$ cat src/rtl/tmr_pkg.sv
package tmr_pkg;
    localparam int unsigned ADDR_W = 5;

    localparam logic [ADDR_W-1:0] ADR_CTRL  = 5'd0;
    localparam logic [ADDR_W-1:0] ADR_PLIM  = 5'd1;
    localparam logic [ADDR_W-1:0] ADR_COUNT = 5'd2;
    localparam logic [ADDR_W-1:0] ADR_PCNT  = 5'd3;
    localparam logic [ADDR_W-1:0] ADR_ISTAT = 5'd4;
    localparam logic [ADDR_W-1:0] ADR_IEN   = 5'd5;
    localparam logic [ADDR_W-1:0] ADR_MCTL  = 5'd6;
    localparam logic [ADDR_W-1:0] ADR_OCTL  = 5'd7;
    localparam logic [ADDR_W-1:0] ADR_CCTL  = 5'd8;
    localparam logic [ADDR_W-1:0] ADR_MATCH = 5'd16;
    localparam logic [ADDR_W-1:0] ADR_CAP   = 5'd24;

    typedef enum logic [1:0] {
        ACT_NONE   = 2'b00,
        ACT_LOW    = 2'b01,
        ACT_HIGH   = 2'b10,
        ACT_TOGGLE = 2'b11
    } pin_act_e;

    typedef enum logic [1:0] {
        ST_IDLE      = 2'b00,
        ST_RUN       = 2'b01,
        ST_HOLD_IDLE = 2'b10,
        ST_HOLD_RUN  = 2'b11
    } run_state_e;
endpackage

$ cat src/rtl/tmr_ctrl_fsm.sv
module tmr_ctrl_fsm
    import tmr_pkg::*;
(
    input  logic clk,
    input  logic rst_n,
    input  logic ctrl_wr,
    input  logic wr_en_bit,
    input  logic wr_hold_bit,
    input  logic stop_hit,
    output logic run,
    output logic hold,
    output logic en_bit,
    output logic hold_bit
);
    run_state_e state_q, state_d;

    function automatic run_state_e decode(input logic en, input logic hd);
        if (hd) return en ? ST_HOLD_RUN : ST_HOLD_IDLE;
        else    return en ? ST_RUN : ST_IDLE;
    endfunction

    always_comb begin
        state_d = state_q;
        unique case (state_q)
            ST_RUN: begin
                if (stop_hit)     state_d = ST_IDLE;
                else if (ctrl_wr) state_d = decode(wr_en_bit, wr_hold_bit);
            end
            ST_IDLE, ST_HOLD_IDLE, ST_HOLD_RUN: begin
                if (ctrl_wr) state_d = decode(wr_en_bit, wr_hold_bit);
            end
        endcase
    end

    always_ff @(posedge clk or negedge rst_n) begin
        if (!rst_n) state_q <= ST_IDLE;
        else        state_q <= state_d;
    end

    always_comb begin
        unique case (state_q)
            ST_IDLE:      begin run = 1'b0; hold = 1'b0; en_bit = 1'b0; hold_bit = 1'b0; end
            ST_RUN:       begin run = 1'b1; hold = 1'b0; en_bit = 1'b1; hold_bit = 1'b0; end
            ST_HOLD_IDLE: begin run = 1'b0; hold = 1'b1; en_bit = 1'b0; hold_bit = 1'b1; end
            ST_HOLD_RUN:  begin run = 1'b0; hold = 1'b1; en_bit = 1'b1; hold_bit = 1'b1; end
        endcase
    end
endmodule

$ cat src/rtl/tmr_count.sv
module tmr_count #(
    parameter int unsigned CW = 32
) (
    input  logic          clk,
    input  logic          rst_n,
    input  logic          run,
    input  logic          hold,
    input  logic          ext_mode,
    input  logic          ext_in,
    input  logic [CW-1:0] plim,
    input  logic          reset_hit,
    input  logic          stop_hit,
    output logic [CW-1:0] count,
    output logic [CW-1:0] pcnt,
    output logic          tick
);
    localparam logic [CW-1:0] ONE = {{(CW-1){1'b0}}, 1'b1};

    logic ext_s1_q, ext_s2_q, ext_prev_q;
    logic inc_evt, wrap;

    assign inc_evt = ext_mode ? (ext_s2_q & ~ext_prev_q) : 1'b1;
    assign wrap    = (pcnt >= plim);
    assign tick    = run & inc_evt & wrap;

    always_ff @(posedge clk or negedge rst_n) begin
        if (!rst_n) begin
            ext_s1_q   <= 1'b0;
            ext_s2_q   <= 1'b0;
            ext_prev_q <= 1'b0;
            pcnt       <= '0;
            count      <= '0;
        end else begin
            ext_s1_q   <= ext_in;
            ext_s2_q   <= ext_s1_q;
            ext_prev_q <= ext_s2_q;
            if (hold) begin
                pcnt  <= '0;
                count <= '0;
            end else begin
                if (run && inc_evt) pcnt <= wrap ? '0 : pcnt + ONE;
                if (tick && !stop_hit) count <= reset_hit ? '0 : count + ONE;
            end
        end
    end
endmodule

$ cat src/rtl/tmr_match.sv
module tmr_match
    import tmr_pkg::*;
#(
    parameter int unsigned CW = 32,
    parameter int unsigned NM = 4
) (
    input  logic                   clk,
    input  logic                   rst_n,
    input  logic                   tick,
    input  logic [CW-1:0]          count,
    input  logic [NM-1:0][CW-1:0]  match_val,
    input  logic [2*NM-1:0]        act_sel,
    input  logic [NM-1:0]          rst_sel,
    input  logic [NM-1:0]          stop_sel,
    output logic [NM-1:0]          hit,
    output logic [NM-1:0]          pin,
    output logic                   reset_hit,
    output logic                   stop_hit
);
    assign reset_hit = |(hit & rst_sel);
    assign stop_hit  = |(hit & stop_sel);

    for (genvar i = 0; i < NM; i++) begin : g_ch
        pin_act_e act;
        assign act    = pin_act_e'(act_sel[2*i +: 2]);
        assign hit[i] = tick && (count == match_val[i]);

        always_ff @(posedge clk or negedge rst_n) begin
            if (!rst_n) begin
                pin[i] <= 1'b0;
            end else if (hit[i]) begin
                unique case (act)
                    ACT_NONE:   ;
                    ACT_LOW:    pin[i] <= 1'b0;
                    ACT_HIGH:   pin[i] <= 1'b1;
                    ACT_TOGGLE: pin[i] <= ~pin[i];
                endcase
            end
        end
    end
endmodule

$ cat src/rtl/tmr_capture.sv
module tmr_capture #(
    parameter int unsigned CW = 32,
    parameter int unsigned NC = 4
) (
    input  logic                   clk,
    input  logic                   rst_n,
    input  logic [NC-1:0]          cap_in,
    input  logic [2*NC-1:0]        edge_sel,
    input  logic [CW-1:0]          count,
    output logic [NC-1:0][CW-1:0]  cap_val,
    output logic [NC-1:0]          cap_evt
);
    logic [NC-1:0] s1_q, s2_q, prev_q, rise, fall;

    assign rise = s2_q & ~prev_q;
    assign fall = ~s2_q & prev_q;

    always_ff @(posedge clk or negedge rst_n) begin
        if (!rst_n) begin
            s1_q   <= '0;
            s2_q   <= '0;
            prev_q <= '0;
        end else begin
            s1_q   <= cap_in;
            s2_q   <= s1_q;
            prev_q <= s2_q;
        end
    end

    for (genvar i = 0; i < NC; i++) begin : g_ch
        assign cap_evt[i] = (edge_sel[2*i] & rise[i]) | (edge_sel[2*i+1] & fall[i]);

        always_ff @(posedge clk or negedge rst_n) begin
            if (!rst_n)          cap_val[i] <= '0;
            else if (cap_evt[i]) cap_val[i] <= count;
        end
    end
endmodule

$ cat src/rtl/tmr_core.sv
module tmr_core
    import tmr_pkg::*;
#(
    parameter int unsigned CW = 32,
    parameter int unsigned NM = 4,
    parameter int unsigned NC = 4
) (
    input  logic              clk,
    input  logic              rst_n,
    input  logic              wr_en,
    input  logic [ADDR_W-1:0] addr,
    input  logic [CW-1:0]     wdata,
    output logic [CW-1:0]     rdata,
    input  logic              count_in,
    input  logic [NC-1:0]     cap_in,
    output logic [NM-1:0]     match_out,
    output logic              irq
);
    localparam int unsigned NS = NM + NC;

    logic                  ext_mode_q;
    logic [CW-1:0]         plim_q;
    logic [NS-1:0]         istat_q, istat_d, istat_clr, ien_q;
    logic [2*NM-1:0]       mctl_q, octl_q;
    logic [2*NC-1:0]       cctl_q;
    logic [NM-1:0][CW-1:0] match_q;
    logic [NC-1:0][CW-1:0] cap_w;
    logic [NC-1:0]         cap_evt_w;
    logic [NM-1:0]         hit_w, rst_sel_w, stop_sel_w;
    logic [CW-1:0]         count_w, pcnt_w;
    logic                  tick_w, run_w, hold_w, en_bit_w, hold_bit_w;
    logic                  reset_hit_w, stop_hit_w, ctrl_wr;

    assign ctrl_wr = wr_en && (addr == ADR_CTRL);

    tmr_ctrl_fsm u_fsm (
        .clk(clk), .rst_n(rst_n), .ctrl_wr(ctrl_wr),
        .wr_en_bit(wdata[0]), .wr_hold_bit(wdata[1]), .stop_hit(stop_hit_w),
        .run(run_w), .hold(hold_w), .en_bit(en_bit_w), .hold_bit(hold_bit_w)
    );

    tmr_count #(.CW(CW)) u_count (
        .clk(clk), .rst_n(rst_n), .run(run_w), .hold(hold_w),
        .ext_mode(ext_mode_q), .ext_in(count_in), .plim(plim_q),
        .reset_hit(reset_hit_w), .stop_hit(stop_hit_w),
        .count(count_w), .pcnt(pcnt_w), .tick(tick_w)
    );

    for (genvar i = 0; i < NM; i++) begin : g_msel
        assign rst_sel_w[i]  = mctl_q[2*i];
        assign stop_sel_w[i] = mctl_q[2*i+1];

        always_ff @(posedge clk or negedge rst_n) begin
            if (!rst_n)
                match_q[i] <= '0;
            else if (wr_en && (addr == ADR_MATCH + ADDR_W'(i)))
                match_q[i] <= wdata;
        end
    end

    tmr_match #(.CW(CW), .NM(NM)) u_match (
        .clk(clk), .rst_n(rst_n), .tick(tick_w), .count(count_w),
        .match_val(match_q), .act_sel(octl_q), .rst_sel(rst_sel_w),
        .stop_sel(stop_sel_w), .hit(hit_w), .pin(match_out),
        .reset_hit(reset_hit_w), .stop_hit(stop_hit_w)
    );

    tmr_capture #(.CW(CW), .NC(NC)) u_cap (
        .clk(clk), .rst_n(rst_n), .cap_in(cap_in), .edge_sel(cctl_q),
        .count(count_w), .cap_val(cap_w), .cap_evt(cap_evt_w)
    );

    assign istat_clr = (wr_en && (addr == ADR_ISTAT)) ? wdata[NS-1:0] : '0;
    assign istat_d   = (istat_q & ~istat_clr) | {cap_evt_w, hit_w};
    assign irq       = |(istat_q & ien_q);

    always_ff @(posedge clk or negedge rst_n) begin
        if (!rst_n) begin
            ext_mode_q <= 1'b0;
            plim_q     <= '0;
            istat_q    <= '0;
            ien_q      <= '0;
            mctl_q     <= '0;
            octl_q     <= '0;
            cctl_q     <= '0;
        end else begin
            istat_q <= istat_d;
            if (wr_en) begin
                case (addr)
                    ADR_CTRL: ext_mode_q <= wdata[2];
                    ADR_PLIM: plim_q     <= wdata;
                    ADR_IEN:  ien_q      <= wdata[NS-1:0];
                    ADR_MCTL: mctl_q     <= wdata[2*NM-1:0];
                    ADR_OCTL: octl_q     <= wdata[2*NM-1:0];
                    ADR_CCTL: cctl_q     <= wdata[2*NC-1:0];
                    default:  ;
                endcase
            end
        end
    end

    always_comb begin
        rdata = '0;
        case (addr)
            ADR_CTRL: begin
                rdata[0] = en_bit_w;
                rdata[1] = hold_bit_w;
                rdata[2] = ext_mode_q;
            end
            ADR_PLIM:  rdata = plim_q;
            ADR_COUNT: rdata = count_w;
            ADR_PCNT:  rdata = pcnt_w;
            ADR_ISTAT: rdata[NS-1:0]   = istat_q;
            ADR_IEN:   rdata[NS-1:0]   = ien_q;
            ADR_MCTL:  rdata[2*NM-1:0] = mctl_q;
            ADR_OCTL:  rdata[2*NM-1:0] = octl_q;
            ADR_CCTL:  rdata[2*NC-1:0] = cctl_q;
            default: begin
                for (int i = 0; i < NM; i++)
                    if (addr == ADR_MATCH + ADDR_W'(i)) rdata = match_q[i];
                for (int i = 0; i < NC; i++)
                    if (addr == ADR_CAP + ADDR_W'(i)) rdata = cap_w[i];
            end
        endcase
    end
endmodule

$ cat config.mk
export PLATFORM = sky130hd
export DESIGN_NAME = tmr_core
export DESIGN_NICKNAME = d
export VERILOG_FILES = /design/src/rtl/tmr_pkg.sv /design/src/rtl/tmr_ctrl_fsm.sv /design/src/rtl/tmr_count.sv /design/src/rtl/tmr_match.sv /design/src/rtl/tmr_capture.sv /design/src/rtl/tmr_core.sv
export SDC_FILE = /design/constraint.sdc
export NUM_CORES = 1
export LEC_CHECK = 0
export BUFFER_PORTS_ARGS = -buffer_cell sky130_fd_sc_hd__buf_2
export CAP_MARGIN = 0
export CORE_MARGIN = 2
export CORE_UTILIZATION = 45
export CTS_BUF_LIST = sky130_fd_sc_hd__clkbuf_16
export DETAILED_ROUTE_END_ITERATION = 6
export PLACE_DENSITY = 0.59
export SLEW_MARGIN = 20
export SYNTH_ARGS = -nofsm -noshare
export SYNTH_HDL_FRONTEND = slang
export SYNTH_SLANG_ARGS = --single-unit
$ cat constraint.sdc
create_clock -name clk -period 8 [get_ports clk]
set_clock_uncertainty 0.2 [all_clocks]
set_input_delay 1.6 -clock clk [delete_from_list [all_inputs] [get_ports clk]]
set_output_delay 1.6 -clock clk [all_outputs]
set_load 0.005 [all_outputs]
==> results of run 1 <==
## metrics by stage
step	utilization	instance area [um^2]	total power [mW]
after detailed placement	0.478	22400	3.48
after floorplan	-	21400	3.05
after global placement	0.478	22400	3.45
after CTS	0.509	23800	5.55
after global routing	0.509	23800	5.73
final	0.509	23800	5.54
## where the power goes
part,switching (mW),total (mW),internal [mW]
combinational,0.504,0.880,0.376
clock,0.894,2.07,1.18
sequential,0.264,2.58,2.32
## final timing paths
kind,startpoint,to,slack [ns]
min,u_cap.s1_q[3]$_DFF_PN0_,u_cap.s2_q[3]$_DFF_PN0_,0.15
max,addr[0],rdata[13],2.03
min reg2reg,u_cap.s1_q[3]$_DFF_PN0_,u_cap.s2_q[3]$_DFF_PN0_,0.15
min in group asynchronous,rst_n,u_count.pcnt[24]$_DFFE_PN0P_,0.84
max in group asynchronous,rst_n,plim_q[0]$_DFFE_PN0P_,5.26
max reg2reg,u_count.pcnt[0]$_DFFE_PN0P_,u_count.count[30]$_DFFE_PN0P_,3.26
## flip-flops by register name, summed over array words and instances, names as in the netlist, 8 cells and up
register       cells
cctl_q             8
ien_q              8
istat_q            8
match_q          128
mctl_q             8
octl_q             8
plim_q            32
u_cap.cap_val    128
u_count.count     32
u_count.pcnt      32
## metal layers
metal	up-vias	global-route usage	wire length [um]
met5	-	0	0
met4	0	0.129	3090
met3	171	0.0447	5520
met2	791	0.466	33800
met1	8589	0.412	31100
li1	7077	-	-
## layout make-up
| class | count | area (um^2) | area share |
|---|---|---|---|
| clock buffer | 48 | 1200 | 0.0504 |
| sequential | 414 | 10400 | 0.435 |
| timing repair buffer | 113 | 681 | 0.0286 |
| multi-input combinational | 1256 | 10300 | 0.434 |
| tap | 607 | 759 | 0.0319 |
| clock inverter | 35 | 243 | 0.0102 |
| inverter | 66 | 248 | 0.0104 |
## layout by cell type (no fill, tap or decap), types with 10 or more instances in the layout
master and instances:
dfrtp_1 414, mux2_2 321, xnor2_1 128, nand2_1 106, buf_2 80, inv_1 77
a22oi_1 66, nand4_1 64, nand3_1 55, a221oi_1 52, a22o_1 50, clkbuf_16 48
ha_1 34, a21oi_1 33, nor2_1 31, buf_4 30, a211oi_1 27, and3_1 25
o21ai_0 25, a222oi_1 21, a31oi_1 21, o32ai_1 18, nor4_1 14, nand2b_1 13
nor3_1 13, a21o_1 13, or3_1 10
## critical path, cell delays in order
cell and delay (ns):
buf_2 0.15, or3b_2 0.59, nor2_4 0.81, buf_4 0.35
a22o_1 0.16, a221oi_1 0.05, and3_1 0.20, nand2_1 0.11
buf_2 0.13
## logic make-up (layout without fill, tap and decap cells)
| kind of cell | Yosys count | count (layout) | share of synthesized area |
|---|---|---|---|
| DFF | 414 | 414 | 0.484 |
| and+or+nand+nor | 392 | 392 | 0.0969 |
| AOI/OAI and AO/OA | 377 | 377 | 0.135 |
| muxes | 324 | 324 | 0.170 |
| buffers and inverters | 215 | 262 | 0.0409 |
| xor gates and xnor gates | 129 | 129 | 0.0528 |
| adders and majority gates | 34 | 34 | 0.0199 |
==> run_results.csv, run 1 <==
group,metric,value,unit
timing,finalCritPeriodShare,0.747,
yosys,yosysUniqueCellTypes,63,
floorplan,die_h,222,um
drt,dr.pass1.iters,7,
clocking,cts_tree,"yes",
clocking,clock_latency,0.60,ns
run_status,status,"completed",
grt,grt_pass1_wl,110,mm
timing,drv_slew,0,
yosys,synth.area.top_cells,"dfrtp_1, mux2_2, xnor2_1, a22oi_1, a221oi_1",
worst_setup_path,endpoint_kind,"output port",
timing,relSlewSlack,0.244,
flow_run,cap_violations,0,
yosys,synth-edff-count,0,
clocking,htree_levels,2,
placed_design,io_buffer_count,81,
yosys,synth_top_area_cell,"dfrtp_1",
yosys,yosysTopAreaCellShare,0.484,
grt,grt_antenna_before_repair,1,
grt,grt_overflow,0,
drt,wire_per_inst,29.0,um
yosys,ys.flop_type,"dfrtp_1",
timing,fin_tns_setup,0,ns
floorplan,num_io_pins,82,
yosys,synth_most_common_cell,"dfrtp_1",
layout,drive_gt1_frac,0.283,
layout,final-instance-count-excl-fill,2539,
timing,finalHoldViolCount,0,
layout,nNetsFinal,1977,
drt,wl,73.6,mm
yosys,syn-num-nets,1964,
timing,holdWs,0.148,ns
power,irDropWorstVdd,148,uV
timing,finalSetupViolCount,0,
yosys,ys.warnings.count,0,
drt,drcViolationCount,0,
clocking,postCtsSetupRepairBufs,0,
drt,dr_total_vias,16600,
placed_design,hpwlAfterDp,49.5,mm
timing,period_minus_slack,5.97,ns
worst_setup_path,r2r_cells,9,
drt,ant_nets,0,
power,leakage,10.3,nW
yosys,synth_common_cells,"dfrtp_1, mux2_2, xnor2_1",
timing,worst_slack,2.03,ns
grt,grt.total_usage,0.298,
placed_design,dpl.cell_count,2456,
drt,viasPerCell,6.55,
floorplan,rows,79,
layout,n_fill_cell,4182,
grt,grt_max_degree,175,
yosys,synth.avg_cell_area,11.4,um^2
clocking,cts_inserted_buffers,47,
worst_setup_path,critPathMaxFanout,24,
worst_setup_path,cp.required,6.20,ns
floorplan,start_util,0.458,
worst_setup_path,crit_type,"in2out",
worst_setup_path,cp.arrival,4.17,ns
worst_hold_path,hold_path_class,"reg2reg",
floorplan,die_x,222,um
yosys,seq_area_frac_synth,0.484,
placed_design,pre_cts_slack,2.08,ns
yosys,syn_area,0.0214,mm^2
floorplan,core_area,0.0468,mm^2
timing,clock.fmax,167,MHz
clocking,cts_resized,0,
clocking,cts-root-buf,"clkbuf_16",
layout,n_antenna_cell,0,
drt,drtIter0Drc,2093,
worst_setup_path,crit_path_start_kind,"primary input",
placed_design,gp_congestion,0.916,
grt,grt_pass1_vias,16600,
layout,syn2layout_area_growth,11.3,%
floorplan,dieArea,0.0493,mm^2
worst_hold_path,hold_depth,0,
yosys,synth_cells,1885,
clocking,clk_pin_slew,0.06,ns
clocking,cts_hold_buf,0,
timing,rsz0062_at_grt,"no",
clocking,clock_sinks,414,
timing,worstMarginPinSlew,1.13,ns
power,p_per_area,232,mW/mm^2
yosys,synthArstFlopShare,1.00,
clocking,clockBufferDepth,3,
yosys,synth_seq_cells,414,
Power figures use the tool's default switching activity.
==> run 2: changes to the inputs <==
==> constraint.sdc (replaced) <==
create_clock -name clk -period 5.7 [get_ports clk]
set_clock_uncertainty 0.2 [all_clocks]
set_input_delay 1.14 -clock clk [delete_from_list [all_inputs] [get_ports clk]]
set_output_delay 1.14 -clock clk [all_outputs]
set_load 0.005 [all_outputs]
==> run_results.csv, run 2 (synthesis gave the netlist of run 1 again) <==
group,metric,value,unit
power,p_per_area,323,mW/mm^2
worst_setup_path,path_delay_family,"simple AND/OR/NAND/NOR gates",
drt,ant_nets,0,
worst_setup_path,critPathMaxFanout,20,
worst_hold_path,hold_path_class,"reg2reg",
layout,final_cell_mix,"dfrtp_1, mux2_2, xnor2_1",
layout,final_area,0.0238,mm^2
drt,dr_total_vias,16500,
worst_setup_path,slowest_stage,"or3_1",
drt,drtIter0Drc,1803,
worst_setup_path,endpoint_kind,"output port",
drt,drcViolationCount,3,
clocking,cts-root-buf,"clkbuf_16",
timing,rsz0062_at_grt,"no",
floorplan,core_area,0.0468,mm^2
clocking,clockBufferDepth,3,
grt,grt_pass1_wl,108,mm
layout,syn2layout_area_growth,11.4,%
layout,n_fill_cell,4150,
power,leakage,10.3,nW
timing,drv_slew,0,
drt,viasPerCell,6.47,
timing,period_minus_slack,4.78,ns
worst_hold_path,hold_depth,0,
timing,finalHoldViolCount,0,
drt,dr.pass1.iters,7,
flow_run,cap_violations,0,
placed_design,hpwlAfterDp,50.6,mm
worst_setup_path,crit_buf_inv,3,
timing,worst_slack,0.920,ns
grt,grt.total_usage,0.297,
layout,reg_top3,"match_q (128), u_cap.cap_val (128)",
timing,fin_tns_setup,0,ns
worst_setup_path,r2r_cells,8,
run_status,violations,"design-rule violations",
worst_hold_path,hold_end,"u_count.ext_s2_q$_DFF_PN0_",
placed_design,place_area,0.0224,mm^2
layout,final-instance-count-excl-fill,2545,
power,finalPower,7.71,mW
timing,clock.fmax,209,MHz
worst_setup_path,r2r-end,"u_count.count[31]$_DFFE_PN0P_",
worst_setup_path,reg2reg_from,"u_count.count[27]$_DFFE_PN0P_",
timing,worstMarginPinSlew,1.15,ns
worst_setup_path,reg2reg_slack,1.15,ns
layout,final_util,0.510,
timing,finalSetupViolCount,0,
worst_setup_path,crit_cells,9,
worst_setup_path,cp.required,4.36,ns
placed_design,dpl.cell_count,2461,
power,irDropWorstVdd,229,uV
clocking,cts_hold_buf,0,
floorplan,die_h,222,um
layout,nNetsFinal,1982,
placed_design,pre_cts_slack,0.966,ns
grt,grt_antenna_before_repair,1,
grt,grt_max_degree,129,
grt,grt_overflow,0,
placed_design,io_buffer_count,81,
drt,wire_per_inst,28.9,um
worst_setup_path,cpPeakStageDelay,0.53,ns
run_status,status,"finished, violations left",
timing,finalCritPeriodShare,0.839,
clocking,cts_inserted_buffers,47,
clocking,postCtsSetupRepairBufs,0,
worst_hold_path,min_from,"u_count.ext_s1_q$_DFF_PN0_",
clocking,htree_levels,2,
clocking,cts_resized,0,
placed_design,gp_congestion,0.897,
clocking,cts_tree,"yes",
floorplan,start_util,0.458,
worst_setup_path,crit_chain,"buf_2 -> or3_1 -> nor2_4 -> buf_4 -> a221oi_1 -> nand3_1 -> o21ai_0 -> nand3_1 -> buf_2",
floorplan,die_x,222,um
grt,grt_pass1_vias,16200,
layout,drive_gt1_frac,0.282,
worst_setup_path,crit_type,"in2out",
floorplan,num_io_pins,82,
layout,layout_commonest_cell,"dfrtp_1",
timing,relSlewSlack,0.230,
layout,n_antenna_cell,0,
worst_setup_path,cp.arrival,3.44,ns
clocking,clock_sinks,414,
clocking,clk_pin_slew,0.06,ns
drt,wl,73.4,mm
clocking,clock_latency,0.60,ns
worst_setup_path,crit_path_start_kind,"primary input",
floorplan,rows,79,
floorplan,dieArea,0.0493,mm^2
timing,holdWs,0.146,ns
==> run 2: cell count changes in the layout (fill, tap and decap cells not counted), moves of 2 or more <==
cell	change
clkinv_1	+7
buf_4	+3
inv_1	-3
buf_12	+2
==> run 2: how the worst max path moves through the flow <==
stage                       start  slack, ns   endpoint
after global routing      addr[0]       0.83  rdata[23]
final                     addr[0]       0.92  rdata[17]
after global placement    addr[0]       0.99  rdata[17]
after CTS                 addr[0]       0.96  rdata[17]
after detailed placement  addr[0]       0.97  rdata[17]
after floorplan           addr[0]       1.47  rdata[23]
==> run 2: layout make-up <==
class | count | area, um^2 | area share
clock buffers | 48 | 1200 | 0.0504
flip-flops and latches | 414 | 10400 | 0.434
repair buffers | 118 | 743 | 0.0312
well taps | 607 | 759 | 0.0318
clock inverters | 36 | 215 | 0.00902
inverters | 66 | 248 | 0.0104
multi-input cells | 1256 | 10300 | 0.433
==> run 2: metal layers <==
metal	global-route usage	wire (um)	part of all wire	up-vias
met5	0	13	0.00018	-
met3	0.0649	5730	0.078	181
li1	-	-	-	7073
met2	0.452	33100	0.45	690
met1	0.405	31200	0.43	8532
met4	0.137	3320	0.045	2
==> run 2: worst reg2reg max path: cells and delay by family (launching register included) <==
kind,cells,cell delay (ns)
and+or+nand+nor,5,2.30
AOI/OAI and AO/OA,1,0.23
buffers and inverters,1,0.42
xor gates and xnor gates,1,0.64
DFF,1,0.59
==> run 2: power breakdown <==
group | switching, mW | internal, mW
registers | 0.365 | 3.26
logic | 0.704 | 0.536
clock network | 1.25 | 1.61
total | 2.31 | 5.40
